==> config.mk <==
export PLATFORM = sky130hd
export DESIGN_NAME = dispatch_thread_arbiter
export DESIGN_NICKNAME = d
export VERILOG_FILES = /design/src/rtl/dta_pkg.sv /design/src/rtl/dta_stamp_file.sv /design/src/rtl/dta_score_unit.sv /design/src/rtl/dta_rank_net.sv /design/src/rtl/dispatch_thread_arbiter.sv
export SDC_FILE = /design/constraint.sdc
export NUM_CORES = 1
export LEC_CHECK = 0
export BUFFER_PORTS_ARGS = -buffer_cell sky130_fd_sc_hd__buf_2
export CORE_UTILIZATION = 45
export DETAILED_ROUTE_END_ITERATION = 8
export PLACE_DENSITY = 0.73
export SYNTH_ARGS = -nofsm -noshare
export SYNTH_HDL_FRONTEND = slang
export SYNTH_SLANG_ARGS = --single-unit
==> constraint.sdc <==
create_clock -name clk -period 11.3 [get_ports clk]
set_input_delay 1.695 -clock clk [delete_from_list [all_inputs] [get_ports clk]]
set_output_delay 1.695 -clock clk [all_outputs]
set_load 0.005 [all_outputs]
==> src/rtl/dta_pkg.sv <==
package dta_pkg;

  typedef enum logic {
    SCORE_AGE = 1'b0,
    SCORE_OCC = 1'b1
  } score_rule_e;

endpackage

==> src/rtl/dta_stamp_file.sv <==
module dta_stamp_file #(
  parameter int NT   = 4,
  parameter int TS_W = 16,
  parameter int IDW  = (NT > 1) ? $clog2(NT) : 1
) (
  input  logic              clk,
  input  logic              rst,
  input  logic              wr_en,
  input  logic [IDW-1:0]    wr_id,
  input  logic [TS_W-1:0]   wr_val,
  output logic [NT*TS_W-1:0] stamps
);

  logic [TS_W-1:0] stamp_q [NT];

  always_ff @(posedge clk) begin
    if (rst) begin
      for (int t = 0; t < NT; t++) stamp_q[t] <= '0;
    end else if (wr_en) begin
      stamp_q[wr_id] <= wr_val;
    end
  end

  for (genvar g = 0; g < NT; g++) begin : g_out
    assign stamps[g*TS_W +: TS_W] = stamp_q[g];
  end

endmodule

==> src/rtl/dta_score_unit.sv <==
module dta_score_unit
  import dta_pkg::*;
#(
  parameter int CNT_W    = 4,
  parameter int OCC_W    = 6,
  parameter int TS_W     = 16,
  parameter int DISP_W   = 4,
  parameter int IQ_SLOTS = 32,
  parameter int CNT_OW   = $clog2(DISP_W + 1)
) (
  input  score_rule_e       rule,
  input  logic [TS_W-1:0]   cycle_now,
  input  logic [TS_W-1:0]   last_stamp,
  input  logic [CNT_W-1:0]  avail,
  input  logic [OCC_W-1:0]  occ,
  input  logic [OCC_W-1:0]  bias,
  output logic              elig,
  output logic [CNT_OW-1:0] cnt,
  output logic [TS_W-1:0]   score,
  output logic [TS_W-1:0]   age
);

  localparam int SUM_W = OCC_W + 1;

  logic [SUM_W-1:0] load_sum;
  logic [TS_W-1:0]  load_ext;
  logic [TS_W-1:0]  occ_score;

  always_comb begin
    load_sum = SUM_W'(occ) + SUM_W'(bias);
    load_ext = TS_W'(load_sum);
    if (load_ext >= TS_W'(IQ_SLOTS)) occ_score = '0;
    else                             occ_score = TS_W'(IQ_SLOTS) - load_ext;
  end

  always_comb begin
    age   = cycle_now - last_stamp;
    score = (rule == SCORE_OCC) ? occ_score : age;
    elig  = (avail != '0);
    if (int'(avail) > DISP_W) cnt = CNT_OW'(DISP_W);
    else                      cnt = CNT_OW'(avail);
  end

endmodule

==> src/rtl/dta_rank_net.sv <==
module dta_rank_net #(
  parameter int NT    = 4,
  parameter int KEY_W = 33,
  parameter int IDW   = (NT > 1) ? $clog2(NT) : 1
) (
  input  logic [NT*KEY_W-1:0] keys,
  output logic [NT*IDW-1:0]   order
);

  logic [KEY_W-1:0] key_a [NT];
  logic [NT-1:0]    beats [NT];
  logic [IDW-1:0]   pos   [NT];

  for (genvar g = 0; g < NT; g++) begin : g_unpack
    assign key_a[g] = keys[g*KEY_W +: KEY_W];
  end

  for (genvar i = 0; i < NT; i++) begin : g_row
    for (genvar j = 0; j < NT; j++) begin : g_col
      if (i == j) begin : g_self
        assign beats[i][j] = 1'b0;
      end else if (i < j) begin : g_lo
        assign beats[i][j] = (key_a[i] >= key_a[j]);
      end else begin : g_hi
        assign beats[i][j] = (key_a[i] > key_a[j]);
      end
    end
  end

  always_comb begin
    for (int i = 0; i < NT; i++) begin
      pos[i] = '0;
      for (int j = 0; j < NT; j++) begin
        if (beats[j][i]) pos[i] = pos[i] + IDW'(1);
      end
    end
  end

  always_comb begin
    order = '0;
    for (int p = 0; p < NT; p++) begin
      for (int i = 0; i < NT; i++) begin
        if (int'(pos[i]) == p) order[p*IDW +: IDW] = IDW'(i);
      end
    end
  end

endmodule

==> src/rtl/dispatch_thread_arbiter.sv <==
module dispatch_thread_arbiter
  import dta_pkg::*;
#(
  parameter int NT       = 4,
  parameter int CNT_W    = 4,
  parameter int OCC_W    = 6,
  parameter int TS_W     = 16,
  parameter int DISP_W   = 4,
  parameter int IQ_SLOTS = 32,
  parameter int IDW      = (NT > 1) ? $clog2(NT) : 1,
  parameter int CNT_OW   = $clog2(DISP_W + 1)
) (
  input  logic                 clk,
  input  logic                 rst,
  input  logic                 policy_occ,
  input  logic [TS_W-1:0]      cycle_now,
  input  logic [NT*CNT_W-1:0]  avail_cnt,
  input  logic [NT*OCC_W-1:0]  iq_occ,
  input  logic [NT*OCC_W-1:0]  occ_bias,
  input  logic                 disp_done,
  input  logic [IDW-1:0]       disp_done_id,
  output logic                 winner_valid,
  output logic [IDW-1:0]       winner_id,
  output logic [CNT_OW-1:0]    winner_cnt,
  output logic [NT*IDW-1:0]    rank_order,
  output logic                 no_insn
);

  localparam int KEY_W = 2 * TS_W + 1;

  score_rule_e         rule;
  logic [NT*TS_W-1:0]  stamps;
  logic [NT*KEY_W-1:0] keys;
  logic [NT-1:0]       elig;
  logic [CNT_OW-1:0]   cnt   [NT];
  logic [NT*IDW-1:0]   order_c;
  logic [NT*IDW-1:0]   ident;
  logic [IDW-1:0]      top_id;

  assign rule = policy_occ ? SCORE_OCC : SCORE_AGE;

  dta_stamp_file #(.NT(NT), .TS_W(TS_W), .IDW(IDW)) u_stamps (
    .clk    (clk),
    .rst    (rst),
    .wr_en  (disp_done),
    .wr_id  (disp_done_id),
    .wr_val (cycle_now),
    .stamps (stamps)
  );

  for (genvar g = 0; g < NT; g++) begin : g_thr
    logic [TS_W-1:0] score_g;
    logic [TS_W-1:0] age_g;
    dta_score_unit #(
      .CNT_W(CNT_W), .OCC_W(OCC_W), .TS_W(TS_W),
      .DISP_W(DISP_W), .IQ_SLOTS(IQ_SLOTS), .CNT_OW(CNT_OW)
    ) u_score (
      .rule       (rule),
      .cycle_now  (cycle_now),
      .last_stamp (stamps[g*TS_W +: TS_W]),
      .avail      (avail_cnt[g*CNT_W +: CNT_W]),
      .occ        (iq_occ[g*OCC_W +: OCC_W]),
      .bias       (occ_bias[g*OCC_W +: OCC_W]),
      .elig       (elig[g]),
      .cnt        (cnt[g]),
      .score      (score_g),
      .age        (age_g)
    );
    assign keys[g*KEY_W +: KEY_W] = {elig[g], score_g, age_g};
    assign ident[g*IDW +: IDW]    = IDW'(g);
  end

  dta_rank_net #(.NT(NT), .KEY_W(KEY_W), .IDW(IDW)) u_rank (
    .keys  (keys),
    .order (order_c)
  );

  assign top_id = order_c[IDW-1:0];

  always_ff @(posedge clk) begin
    if (rst) begin
      winner_valid <= 1'b0;
      winner_id    <= '0;
      winner_cnt   <= '0;
      rank_order   <= ident;
      no_insn      <= 1'b1;
    end else begin
      winner_valid <= elig[top_id];
      winner_id    <= top_id;
      winner_cnt   <= cnt[top_id];
      rank_order   <= order_c;
      no_insn      <= ~elig[top_id];
    end
  end

endmodule

# Word level (Yosys, flattened, before mapping)
# Memories as Yosys holds them, arrays and structs flattened.
# Cells that the tools add are included.
[classes]
mul = 0
shift = 0
bitwise = 2
add_sub_neg = 18
order_cmp = 19
n_eq_ne = 9
reduce_logical = 12
div = 0
muxes = 46
[ops]
columns = ["cell", "n"]
rows = [
  ["$ge 33x33->1", 6],
  ["$mux 16", 9],
  ["$gt 33x33->1", 3],
  ["$sub 16x16->16", 4],
  ["$sub 6x7->8 const A", 4],
  ["$add 6x6->7", 4],
  ["$ge 7x6->1 const B", 4],
  ["$mux 2", 11],
  ["$mux 1", 18],
  ["$mux 3", 6],
  ["$gt 4x3->1 const B", 4],
  ["$reduce_bool 4->1", 4],
  ["$reduce_or 16->1", 1],
  ["$eq 2x2->1 const B", 6],
  ["$add 1x1->2 const B", 3],
  ["$add 2x1->2 const B", 3],
  ["$bmux 3 s2", 1],
  ["$eq 2x1->1 const B", 3],
  ["$logic_not 2->1", 3],
  ["$reduce_or 3->1", 2],
  ["$reduce_or 2->1", 2],
  ["$ge 3x3->1 const B", 1],
  ["$lt 2x3->1 const B", 1],
  ["$not 2->3", 1],
  ["2 further kinds", 2],
]
[word_totals]
ramBits = 64
mem_count = 1
rom_bits = 0
in_bits = 86
regBits = 15
out_inout_bits = 15
latch_bits = 0
wordCells = 116
[memory_table]
columns = ["name", "words", "width", "rd", "rd_ports_with_merged_regs", "wr", "line_no", "source"]
rows = [
  ["u_stamps.stamp_q", 4, 16, 4, 0, 4, "dta_stamp_file.sv:14", "logic [TS_W-1:0] stamp_q [NT];"],
]

# Logic depth before layout (Yosys ltp)
# Gate-level depths: netlist of the first run.
[depth]
depth_word = 18
ltp_mapped = 29
depth_no_buf = 29

# By module
# Synthesis of the first run repeated with hierarchy kept, for this count alone.
[hier_totals]
cells_unflattened = 1587
area_unflattened_um2 = 13379.1
[by_module_without_submodules]
columns = ["mod", "area_each_um2", "seq_area_each_um2", "cells_each", "instances"]
rows = [
  ["dta_score_unit", 1333.8, 0.0, 186, 4],
  ["dta_rank_net", 5127.4, 0.0, 662, 1],
  ["dta_stamp_file", 2443.6, 1921.8, 142, 1],
  ["dispatch_thread_arbiter", 473.0, 260.2, 39, 1],
]

# Worst setup path after synthesis of the first run
# Ideal clock, no wire load.
[synth_path]
path_type = "input to register"
from = "input port cycle_now[0]"
to = "register no_insn"
n_path_buf = 2
setup_slack_ns = 3.990
cell_stages = 28
setup_time_ns = 0.122
arrival_time_ns = 7.188
required_ns = 11.178
path_cell_list = "inv_1 ha_1 inv_1 fa_1 a21o_1 a21oi_1 o21bai_1 a31o_2 a41oi_1 nor4b_1 o311ai_0 xnor2_1 nand2b_1 ha_1 nand4_1 nor2_1 a221oi_1 o21ai_0 a211oi_1 nor2_1 clkbuf_1 ha_1 buf_2 nor3b_4 a32oi_4 o21a_4 and2_1 a311o_1"
[synth_between]
elab_chain_len = 15
word_cells_on_any_way = 41
[synth_lines]
columns = ["element", "line_no", "source"]
rows = [
  ["start: declaration", "dispatch_thread_arbiter.sv:16", "input logic [TS_W-1:0] cycle_now,"],
  ["$sub 16x16->16", "dta_score_unit.sv:37", "age = cycle_now - last_stamp;"],
  ["$mux 16", "dta_score_unit.sv:38", "score = (rule == SCORE_OCC) ? occ_score : age;"],
  ["$ge 33x33->1", "dta_rank_net.sv:23", "assign beats[i][j] = (key_a[i] >= key_a[j]);"],
  ["$mux 1", "dta_rank_net.sv:34", "if (beats[j][i]) pos[i] = pos[i] + IDW'(1);"],
  ["$add 1x1->2", "n/a", ""],
  ["$mux 2", "dta_rank_net.sv:34", ""],
  ["$add 2x1->2", "dta_rank_net.sv:34", ""],
  ["$mux 2", "dta_rank_net.sv:34", ""],
  ["$logic_not 2->1", "dta_rank_net.sv:43", "if (int'(pos[i]) == p) order[p*IDW +: IDW] = IDW'(i);"],
  ["$mux 1", "dta_rank_net.sv:43", ""],
  ["$mux 2", "dta_rank_net.sv:43", ""],
  ["$mux 2 *", "dta_rank_net.sv:43", ""],
  ["$bmux 1 s2 *", "dispatch_thread_arbiter.sv:92", "no_insn <= ~elig[top_id];"],
  ["$mux 1 (implied by the code) *", "dispatch_thread_arbiter.sv:92", ""],
  ["$not 1->1 *", "dispatch_thread_arbiter.sv:92", ""],
  ["end signal: assignment", "dispatch_thread_arbiter.sv:92", ""],
  ["end: declaration", "dispatch_thread_arbiter.sv:26", "output logic no_insn"],
]
# Mark *: on every way between the ends. The rest lies on a longest branch, timed or not. The select of a mux whose other input is x is not followed.
# A chain may end at the register's enable or synchronous reset.

# Final worst setup path of the first run
# Same ends and word-level chain as after synthesis.

==> results_tabular.tex, run 1 <==
\begin{tabular}{lr}
\hline
Metric & Value \\
\hline
\multicolumn{2}{l}{\textbf{Critical path}} \\
\quad Kind of start point of the critical path & input port \\
\quad Worst EP arrival & 8.24 ns \\
\quad Endpoint of the worst register-to-register path & no\_insn \\
\quad Setup CP Type & input port to register \\
\quad Endpoint type of the worst setup path & register \\
\quad Source of the worst register-to-register timing path & u\_stamps.stamp\_q[3][1] \\
\quad Setup slack, reg-to-reg & roughly 4.5 ns \\
\quad Cell depth of the worst flop-to-flop path & 25 \\
\quad Maximum net fanout on the critical path & 12 \\
\quad Worst endpoint required time & between 10 and 15 ns \\
\multicolumn{2}{l}{\textbf{Yosys}} \\
\quad Mean instance size in the synthesized netlist & 8.32 um\^{}2 \\
\quad Post-synth EDFFs & 64 \\
\quad Post-Synthesis Cell Area & 0.0121 mm\^{}2 \\
\quad Count of cell types in the netlist & 72 \\
\quad Portion of synthesized cell area occupied by the leading cell type & 30.0\% \\
\quad Post-synthesis async set-or-reset flop share & 0\% \\
\quad Post-synthesis cell count & 1456 \\
\quad Number of register bits inferred by synthesis & 77 \\
\quad Synthesized Nets & 1840 \\
\quad Top cells by area in the synthesized netlist & ha\_1 (30\%), edfxtp\_1 (16\%), inv\_1 (5.3\%), a21oi\_1 (5.0\%), xnor2\_1 (3.9\%) \\
\quad YS warnings & 0 \\
\quad Share of the yosys chip area belonging to registers & a little under a fifth \\
\quad Top FF cell, synth & edfxtp\_1 \\
\quad Cell type with the highest aggregate area in the netlist & ha\_1 \\
\multicolumn{2}{l}{\textbf{Placed design}} \\
\quad Minimum setup slack after placement & 3.04 ns \\
\quad Global placement routability congestion & 0.964 \\
\quad Count of input and output buffers & 100 \\
\quad HPWL after DPL & 27.7 mm \\
\quad Placed instance count & 1876 \\
\multicolumn{2}{l}{\textbf{Global route}} \\
\quad Wire length of the first global-routing pass & 53.0 mm \\
\quad Number of antenna violations at the first check in global routing & 0 \\
\quad Global-route congestion overflow total & 0 \\
\quad Largest net degree at the start of global routing & 44 \\
\quad All-layer global routing usage & 23.9\% \\
\quad Via count of the first global-routing pass & 10600 \\
\multicolumn{2}{l}{\textbf{Routing}} \\
\quad Met3 WL & 1.36 mm \\
\quad WL met2 & about 15 mm \\
\quad Post-Route WL & between 30 and 40 mm \\
\quad Wl on met1 & 15.1 mm \\
\quad Count of TritonRoute iterations in the first routing pass & 7 \\
\quad Number of vias after detailed routing & around 11000 \\
\quad Top layer reached by signal wires & met4 \\
\quad DRC violation total after the first TritonRoute iteration & 655 \\
\quad WL/cell & 17.2 um \\
\quad Routed via count divided by cell count & $\sim$5.8 \\
\quad Count of antenna-violating nets left after detailed routing & 0 \\
\quad Remaining design rule violation count & 6 \\
\multicolumn{2}{l}{\textbf{Finish}} \\
\quad Number of antenna diodes & 0 \\
\quad Commonest cells after routing, fill and taps aside & ha\_1 (290), inv\_1 (170), a21oi\_1 (122), nand2\_1 (102), buf\_2 (100) \\
\quad \# nets final & 1936 \\
\quad Final-layout fill cell count & 2422 \\
\quad Sequential cell area in the final layout & 0.00218 mm\^{}2 \\
\quad Count of placed standard cells in the final layout, fillers left out & between 1500 and 2000 \\
\quad Signed area change from the synthesized netlist to the final layout & 10.0\% \\
\quad Post-route core utilization & between 50\% and 60\% \\
\quad Most common cell after layout, fill and taps aside & ha\_1 \\
\quad Area of combinational cells with multiple inputs & 0.00920 mm\^{}2 \\
\quad Layout cells sized above 1 & 10.3\% \\
\multicolumn{2}{l}{\textbf{Clock tree}} \\
\quad Clock tree from TritonCTS & built \\
\quad Post-CTS repair timing setup buffer count & 0 \\
\quad Num CTS Buffers & 9 \\
\quad Hold-fix buffers at CTS & 0 \\
\quad Post-CTS Resized & 0 \\
\quad Number of clock sinks & 77 \\
\quad Clk buf depth & 2 \\
\quad Clock transition at the registers of the reported paths & 0.06 ns \\
\quad Library cell used as clock root buffer & clkbuf\_16 \\
\quad Clock latency on the worst-skew pair & 0.35 ns \\
\quad Count of H-tree levels built during CTS & 3 \\
\multicolumn{2}{l}{\textbf{Timing}} \\
\quad Setup TNS & 0 ns \\
\quad Max Clock Freq & 125 MHz \\
\quad Setup repair after global routing missed its margin & no \\
\quad Final max-slew violation count & 0 \\
\quad Maximum clock skew at final layout & 0.0105 ns \\
\quad Final Hold Fails & 0 \\
\quad Crit share post-route & 70.8\% \\
\quad Max-slew headroom & 27.3\% \\
\quad Slew @ Worst Pin & approximately 1.1 ns \\
\quad Setup-failing EPs final & 0 \\
\quad Final setup slack of the worst path & 3.30 ns \\
\quad Minimum clock period after layout & 8.00 ns \\
\multicolumn{2}{l}{\textbf{Power and ir drop}} \\
\quad Final Power & between 2 and 2.5 mW \\
\quad Power density cells & 159 mW/mm\^{}2 \\
\quad Fraction of power consumed by combinational cells & 67.5\% \\
\quad Internal Power & approximately 1.1 mW \\
\quad Sw power & about 0.99 mW \\
\quad Switching share of total power & 46.7\% \\
\quad Worst vdd rail ir drop & 111 uV \\
\quad Share of total power in sequential cells & 16.8\% \\
\quad Leakage & around 6.4 nW \\
\quad Clk pwr share & roughly 16\% \\
\multicolumn{2}{l}{\textbf{Min path}} \\
\quad End of the worst hold path & rank\_order[1] \\
\quad Worst Hold Depth & 7 \\
\quad Classification of the worst-slack hold path & register to register \\
\quad Origin of the worst min-delay path & u\_stamps.stamp\_q[3][0] \\
\multicolumn{2}{l}{\textbf{Job}} \\
\quad Max-cap viol count & 0 \\
\multicolumn{2}{l}{\textbf{Floorplanning}} \\
\quad Die area & 0.0276 mm\^{}2 \\
\quad Starting density of the core & between 40\% and 50\% \\
\quad Row count & 59 \\
\quad Placeable core region & between 0.02 and 0.03 mm\^{}2 \\
\quad Die Span Y & 166 um \\
\quad Chip width & 166 um \\
\quad I/O pins & 101 \\
\multicolumn{2}{l}{\textbf{Status}} \\
\quad Outcome & complete, but fails checks \\
\quad Violations in the final reports & DRC \\
\hline
\end{tabular}
synth_stat cells (10+ instances only):
cell type  count
nand2b_1      20
nand2_1      102
xor2_1        29
a211oi_1      18
o21bai_1      11
xnor2_1       54
nand4_1       29
dfxtp_1       13
edfxtp_1      64
nor2b_1       11
inv_1        170
ha_1         290
nor3_1        29
o21a_1        13
a21o_1        34
nor2_1        79
and4_1        10
a21oi_1      122
clkbuf_1      14
nand3_1       43
and2_1        75
o31ai_1       10
or2_2         15
o21ai_0       59
cell families (layout without fill, tap and decap cells):
logic type / Yosys count / count (layout) / share of synthesized area (%)
and+or+nand+nor: 450 / 450 / 19.3
buffers and inverters: 191 / 292 / 6.00
AOI/OAI and AO/OA: 352 / 352 / 18.9
adders and majority gates: 298 / 298 / 31.3
muxes: 5 / 5 / 0.454
xor gates and xnor gates: 83 / 83 / 6.00
DFF: 77 / 77 / 18.0
registers in the layout (all words and copies together), names as in the netlist:
register          count
no_insn               1
winner_id             1
winner_cnt            3
rank_order            7
winner_valid          1
u_stamps.stamp_q     64
worst max-delay path: stages:
cell,delay (ns)
buf_2,0.11
inv_1,0.17
ha_1,0.20
inv_1,0.05
fa_1,0.40
a21o_1,0.17
a21oi_1,0.23
o21bai_1,0.12
a31o_2,0.28
a41oi_1,0.26
nor4b_1,0.35
o311ai_0,0.23
xnor2_1,0.24
nand2b_1,0.25
ha_1,0.34
nand4_1,0.14
nor3_1,0.31
nor3b_1,0.23
a211oi_1,0.13
nor2_1,0.62
inv_1,0.25
ha_1,0.34
nor3b_4,0.22
a32oi_4,0.13
o21a_4,0.19
and2_1,0.21
a311o_1,0.36
cell type report:
| class | count | area share (%) |
|---|---|---|
| Multi-Input combinational cell | 1188 | 69.1 |
| Sequential cell | 77 | 16.4 |
| Inverter | 171 | 4.82 |
| Timing Repair Buffer | 105 | 4.04 |
| Tap cell | 335 | 3.15 |
| Clock buffer | 10 | 1.72 |
| Clock inverter | 6 | 0.836 |
metrics by stage:
step / hold slack [ns] / instance area, um^2
3_3_place_gp: 1.41 / 13000
5_1_grt: 1.55 / 13300
4_1_cts: 1.48 / 13300
3_5_place_dp: 1.46 / 13000
6_report: 1.48 / 13300
2_1_floorplan: 1.16 / 12100
metal layers:
| metal | vias to the layer above | global-route usage, % |
|---|---|---|
| met4 | 0 | 7.48 |
| met5 | - | 0 |
| met1 | 5198 | 31.8 |
| met2 | 276 | 40.7 |
| li1 | 5481 | - |
| met3 | 47 | 2.24 |
power by group through the flow:
stage	combinational (mW)	clock [mW]	sequential (mW)
after global routing	1.61	0.350	0.361
after CTS	1.41	0.339	0.357
after floorplan	1.02	0	0.364
after detailed placement	1.40	0	0.363
final	1.43	0.333	0.357
after global placement	1.36	0	0.362
how the worst max path moves through the flow:
stage          endpoint  depth (start not counted)         start
3_3_place_gp    no_insn                         27  cycle_now[0]
3_5_place_dp    no_insn                         26  cycle_now[0]
2_1_floorplan   no_insn                         28  cycle_now[0]
6_report        no_insn                         27  cycle_now[0]
4_1_cts         no_insn                         27  cycle_now[0]
5_1_grt         no_insn                         26  cycle_now[0]
No activity file was read; power rests on OpenSTA's default activity.
==> run 2, diff against run 1 <==
--- a/config.mk
+++ b/config.mk
@@ -5,10 +5,11 @@
 export SDC_FILE = /design/constraint.sdc
 export NUM_CORES = 1
 export LEC_CHECK = 0
+export ABC_AREA = 1
 export BUFFER_PORTS_ARGS = -buffer_cell sky130_fd_sc_hd__buf_2
 export CORE_UTILIZATION = 45
 export DETAILED_ROUTE_END_ITERATION = 8
-export PLACE_DENSITY = 0.73
+export PLACE_DENSITY = 0.75
 export SYNTH_ARGS = -nofsm -noshare
 export SYNTH_HDL_FRONTEND = slang
 export SYNTH_SLANG_ARGS = --single-unit
==> constraint.sdc (replaced) <==
create_clock -name clk -period 7.3 [get_ports clk]
set_input_delay 1.095 -clock clk [delete_from_list [all_inputs] [get_ports clk]]
set_output_delay 1.095 -clock clk [all_outputs]
set_load 0.005 [all_outputs]
==> run 2 against run 1 <==
Net effect:
- the flow now finishes without violations
- register-to-register slack lost 2.6 ns
- core utilization decreased by 0.53 points
- cell area grew 1.8%
- critical path type unchanged
- combinational power grew 55%
- clock power grew 52%
- sequential power increased by 54%
==> results_tabular.tex, run 2 <==
\begin{tabular}{lr}
\hline
Metric & Value \\
\hline
\multicolumn{2}{l}{\textbf{Power and ir drop}} \\
\quad Fraction of power consumed by combinational cells & 67.7\% (+0.2 points) \\
\quad Sw power & 1.64 mW (+66\%) \\
\quad Clk pwr share & 15.5\% (-0.2 points) \\
\quad Internal Power & 1.63 mW (+44\%) \\
\quad Share of total power in sequential cells & 16.8\% (about the same) \\
\quad Switching share of total power & 50.2\% (+3.5 points) \\
\quad Power density cells & 241 mW/mm\^{}2 (+51\%) \\
\quad Leakage & 7.25 nW (+12\%) \\
\quad Final Power & 3.27 mW (+54\%) \\
\quad Worst vdd rail ir drop & 113 uV (+1.8\%) \\
\multicolumn{2}{l}{\textbf{Timing}} \\
\quad Minimum clock period after layout & 6.01 ns \\
\quad Crit share post-route & 82.3\% \\
\quad Maximum clock skew at final layout & 0.0141 ns (+0.00362 ns) \\
\quad Setup TNS & 0 ns (unchanged) \\
\quad Max Clock Freq & 166 MHz \\
\quad Final max-slew violation count & 0 (unchanged) \\
\quad Slew @ Worst Pin & 1.02 ns (-0.0573 ns) \\
\quad Final Hold Fails & 0 (unchanged) \\
\quad Worst hold slack across all endpoints & 1.03 ns (-0.443 ns) \\
\quad Setup repair after global routing missed its margin & no \\
\quad Max-slew headroom & 31.7\% (+4.4 points) \\
\quad Setup-failing EPs final & 0 (unchanged) \\
\multicolumn{2}{l}{\textbf{Yosys}} \\
\quad Post-synth EDFFs & 64 (unchanged) \\
\quad Adder and majority gate portion of the synthesized area & 30.7\% (-0.62 points) \\
\quad Synth Area in XOR/XNOR & 5.25\% (-0.75 points) \\
\quad Share of the synthesized area in compound gates (AO/OA/AOI/OAI) & 12.4\% (-6.6 points) \\
\quad Count of cell types in the netlist & 56 (-22\%) \\
\quad Top FF cell, synth & edfxtp\_1 \\
\quad Number of register bits inferred by synthesis & 77 (unchanged) \\
\quad Main combinational cell family by area after synthesis & adder cells \\
\quad Post-synthesis cell count & 1747 (+20\%) \\
\quad Portion of netlist area occupied by mux cells & 0\% (-0.45 points) \\
\quad Mean instance size in the synthesized netlist & 7.07 um\^{}2 (-15\%) \\
\quad YS warnings & 0 (unchanged) \\
\quad Top cells by count, synth & nand2\_1 (366), ha\_1 (290), inv\_1 (290), nor2\_1 (193), a21oi\_1 (154) \\
\quad Share of the yosys chip area belonging to registers & 17.7\% (-0.36 points) \\
\quad Synthesized Nets & 2131 (+16\%) \\
\quad Top cells by area in the synthesized netlist & ha\_1 (29\%), edfxtp\_1 (16\%), nand2\_1 (11\%), inv\_1 (8.8\%), a21oi\_1 (6.2\%) \\
\quad Portion of synthesized cell area occupied by the leading cell type & 29.4\% (-0.59 points) \\
\quad Synth Area in Simple Gates & 24.4\% (+5.1 points) \\
\quad Most frequently used cell type in the post-synthesis netlist & nand2\_1 \\
\quad Post-synthesis async set-or-reset flop share & 0\% (unchanged) \\
\quad Cell type with the highest aggregate area in the netlist & ha\_1 \\
\quad Post-Synthesis Cell Area & 0.0124 mm\^{}2 (+2.0\%) \\
\multicolumn{2}{l}{\textbf{Global route}} \\
\quad Global-route congestion overflow total & 0 (unchanged) \\
\quad Largest net degree at the start of global routing & 62 (+41\%) \\
\quad Routing usage on met1 & 33.5\% (+1.7 points) \\
\quad Met2 global-route usage & 43.5\% (+2.8 points) \\
\quad Met3 GRT Util & 2.55\% (+0.31 points) \\
\quad Layer carrying the most global-route usage & met2 \\
\quad Via count of the first global-routing pass & 11400 (+7.1\%) \\
\quad All-layer global routing usage & 25.6\% (+1.7 points) \\
\quad Wire length of the first global-routing pass & 56.6 mm (+6.8\%) \\
\quad Number of antenna violations at the first check in global routing & 0 (unchanged) \\
\multicolumn{2}{l}{\textbf{Floorplanning}} \\
\quad Row count & 60 (+1.7\%) \\
\quad Chip width & 168 um (+0.99\%) \\
\quad Placeable core region & 0.0270 mm\^{}2 (+2.8\%) \\
\quad Die area & 0.0281 mm\^{}2 (+2.0\%) \\
\quad Starting density of the core & 45.9\% (-0.37 points) \\
\quad Die Span Y & 168 um (+0.99\%) \\
\quad I/O pins & 101 (unchanged) \\
\multicolumn{2}{l}{\textbf{Finish}} \\
\quad Signed area change from the synthesized netlist to the final layout & 9.73\% \\
\quad Commonest cells after routing, fill and taps aside & nand2\_1 (366), inv\_1 (290), ha\_1 (290), nor2\_1 (193), a21oi\_1 (154) \\
\quad \# nets final & 2227 (+15\%) \\
\quad Area of combinational cells with multiple inputs & 0.00899 mm\^{}2 (-2.4\%) \\
\quad Layout cells sized above 1 & 9.25\% (-1.1 points) \\
\quad Final-layout fill cell count & 2660 (+9.8\%) \\
\quad Most common cell after layout, fill and taps aside & nand2\_1 \\
\quad Sequential cell area in the final layout & 0.00218 mm\^{}2 (unchanged) \\
\quad Number of flip-flops under the largest register name & 64 (unchanged) \\
\quad Top reg by flops & u\_stamps.stamp\_q \\
\quad Number of antenna diodes & 0 (unchanged) \\
\quad Regs by FF count & u\_stamps.stamp\_q: 64 flops, rank\_order: 7 flops, winner\_cnt: 3 flops \\
\multicolumn{2}{l}{\textbf{Clock tree}} \\
\quad Post-CTS repair timing setup buffer count & 0 (unchanged) \\
\quad Clock latency on the worst-skew pair & 0.35 ns (about the same) \\
\quad Clock transition at the registers of the reported paths & 0.07 ns (about the same) \\
\quad Count of H-tree levels built during CTS & 3 (unchanged) \\
\quad Library cell used as clock root buffer & clkbuf\_16 \\
\quad Clock tree from TritonCTS & built \\
\quad Clk buf depth & 2 (unchanged) \\
\quad Num CTS Buffers & 9 (unchanged) \\
\quad Hold-fix buffers at CTS & 0 (unchanged) \\
\quad Number of clock sinks & 77 (unchanged) \\
\quad Post-CTS Resized & 0 (unchanged) \\
\multicolumn{2}{l}{\textbf{Status}} \\
\quad Outcome & complete, no violations \\
\multicolumn{2}{l}{\textbf{Min path}} \\
\quad Origin of the worst min-delay path & avail\_cnt[0] \\
\quad Classification of the worst-slack hold path & input port to register \\
\quad Worst Hold Depth & 3 (-4) \\
\quad End of the worst hold path & winner\_cnt[0] \\
\multicolumn{2}{l}{\textbf{Routing}} \\
\quad WL/cell & 16.2 um (-5.8\%) \\
\quad Count of antenna-violating nets left after detailed routing & 0 (unchanged) \\
\quad Remaining design rule violation count & 0 (-6) \\
\quad DRC violation total after the first TritonRoute iteration & 846 (+29\%) \\
\quad Count of TritonRoute iterations in the first routing pass & 6 (-1) \\
\quad Post-Route WL & 35.4 mm (+9.0\%) \\
\quad Routed via count divided by cell count & 5.39 (-7.4\%) \\
\quad Number of vias after detailed routing & 11800 (+7.2\%) \\
\multicolumn{2}{l}{\textbf{Critical path}} \\
\quad Endpoint of the worst register-to-register path & no\_insn \\
\quad Critical path's slowest cell & nor4\_1 \\
\quad Endpoint type of the worst setup path & register \\
\quad Setup slack, reg-to-reg & 1.94 ns (-2.60 ns) \\
\quad Maximum net fanout on the critical path & 8 (-4) \\
\quad Kind of start point of the critical path & input port \\
\quad Setup CP Type & input port to register \\
\quad Largest stage delay, worst path & 0.60 ns (-0.02 ns) \\
\quad Worst endpoint required time & 7.56 ns (-3.98 ns) \\
\quad Worst EP arrival & 6.26 ns (-1.98 ns) \\
\quad Source of the worst register-to-register timing path & u\_stamps.stamp\_q[0][0] \\
\quad Cell depth of the worst flop-to-flop path & 27 (+8.0\%) \\
\quad CP dominant cell by count & nand2\_1 \\
\multicolumn{2}{l}{\textbf{Placed design}} \\
\quad HPWL after DPL & 30.4 mm (+9.5\%) \\
\quad Count of input and output buffers & 100 (unchanged) \\
\quad Global placement routability congestion & 1.00 (+3.9\%) \\
\multicolumn{2}{l}{\textbf{Job}} \\
\quad Max-cap viol count & 0 (unchanged) \\
\hline
\end{tabular}
## run 2: changes by cell type after synthesis, moves of 20 or more
cell / before / now
nand2_1: 102 / 366
nand2b_1: 20 / 0
nor2_1: 79 / 193
a21oi_1: 122 / 154
xnor2_1: 54 / 24
inv_1: 170 / 290
a21o_1: 34 / 4
and2_1: 75 / 1
## run 2: power by group through the flow
stage / sequential (mW) / clock, mW / combinational (mW)
after floorplan: 0.562 / 0 / 1.59
after global placement: 0.559 / 0 / 2.11
after detailed placement: 0.560 / 0 / 2.17
after CTS: 0.551 / 0.512 / 2.18
after global routing: 0.555 / 0.524 / 2.51
final: 0.550 / 0.506 / 2.21
## run 2: layout make-up
| class | instances | share of cell area, % |
|---|---|---|
| Timing Repair Buffer | 103 | 3.86 |
| Inverter | 298 | 8.25 |
| Tap cell | 341 | 3.15 |
| Sequential cell | 77 | 16.1 |
| Clock buffer | 10 | 1.69 |
| Clock inverter | 6 | 0.692 |
| Multi-Input combinational cell | 1354 | 66.3 |
## run 2: logic make-up (layout without fill, tap and decap cells)
| logic type | count (synthesis) | after routing |
|---|---|---|
| fa+ha+maj | 298 | 298 |
| simple gates | 711 | 711 |
| flops | 77 | 77 |
| xor+xnor | 72 | 72 |
| compound gates | 273 | 273 |
| buf+inv | 316 | 417 |
## run 2: routing by layer
| metal | up-vias | part of all wire, % | routed length, um |
|---|---|---|---|
| met5 | - | 0 | 0 |
| met4 | 0 | 3.2 | 1150 |
| met2 | 384 | 45 | 16000 |
| li1 | 5977 | - | - |
| met3 | 66 | 5.7 | 2020 |
| met1 | 5362 | 46 | 16200 |
## run 2: worst max-delay path: cells and delay by family
kind	cells	cell delay (ns)
compound gates	7	1.11
xor+xnor	2	0.43
fa+ha+maj	4	1.31
buf+inv	6	0.51
simple gates	14	1.77
## run 2: worst max path at each step
| stage | startpoint | to | cells past startpoint |
|---|---|---|---|
| 2_1_floorplan | cycle_now[0] | no_insn | 34 |
| 3_3_place_gp | cycle_now[0] | no_insn | 33 |
| 3_5_place_dp | cycle_now[0] | no_insn | 31 |
| 4_1_cts | cycle_now[0] | no_insn | 31 |
| 5_1_grt | cycle_now[0] | no_insn | 35 |
| 6_report | cycle_now[0] | no_insn | 33 |
## run 2: stage by stage
| step | setup slack [ns] | std cells | utilization, % | instance area, um^2 |
|---|---|---|---|---|
| 2_1_floorplan | 1.90 | 1747 | - | 12400 |
| 3_3_place_gp | 1.11 | 2173 | 49.1 | 13200 |
| 3_5_place_dp | 1.02 | 2173 | 49.1 | 13200 |
| 4_1_cts | 1.40 | 2189 | 50.3 | 13600 |
| 5_1_grt | 0.897 | 2189 | 50.3 | 13600 |
| 6_report | 1.29 | 2189 | 50.3 | 13600 |
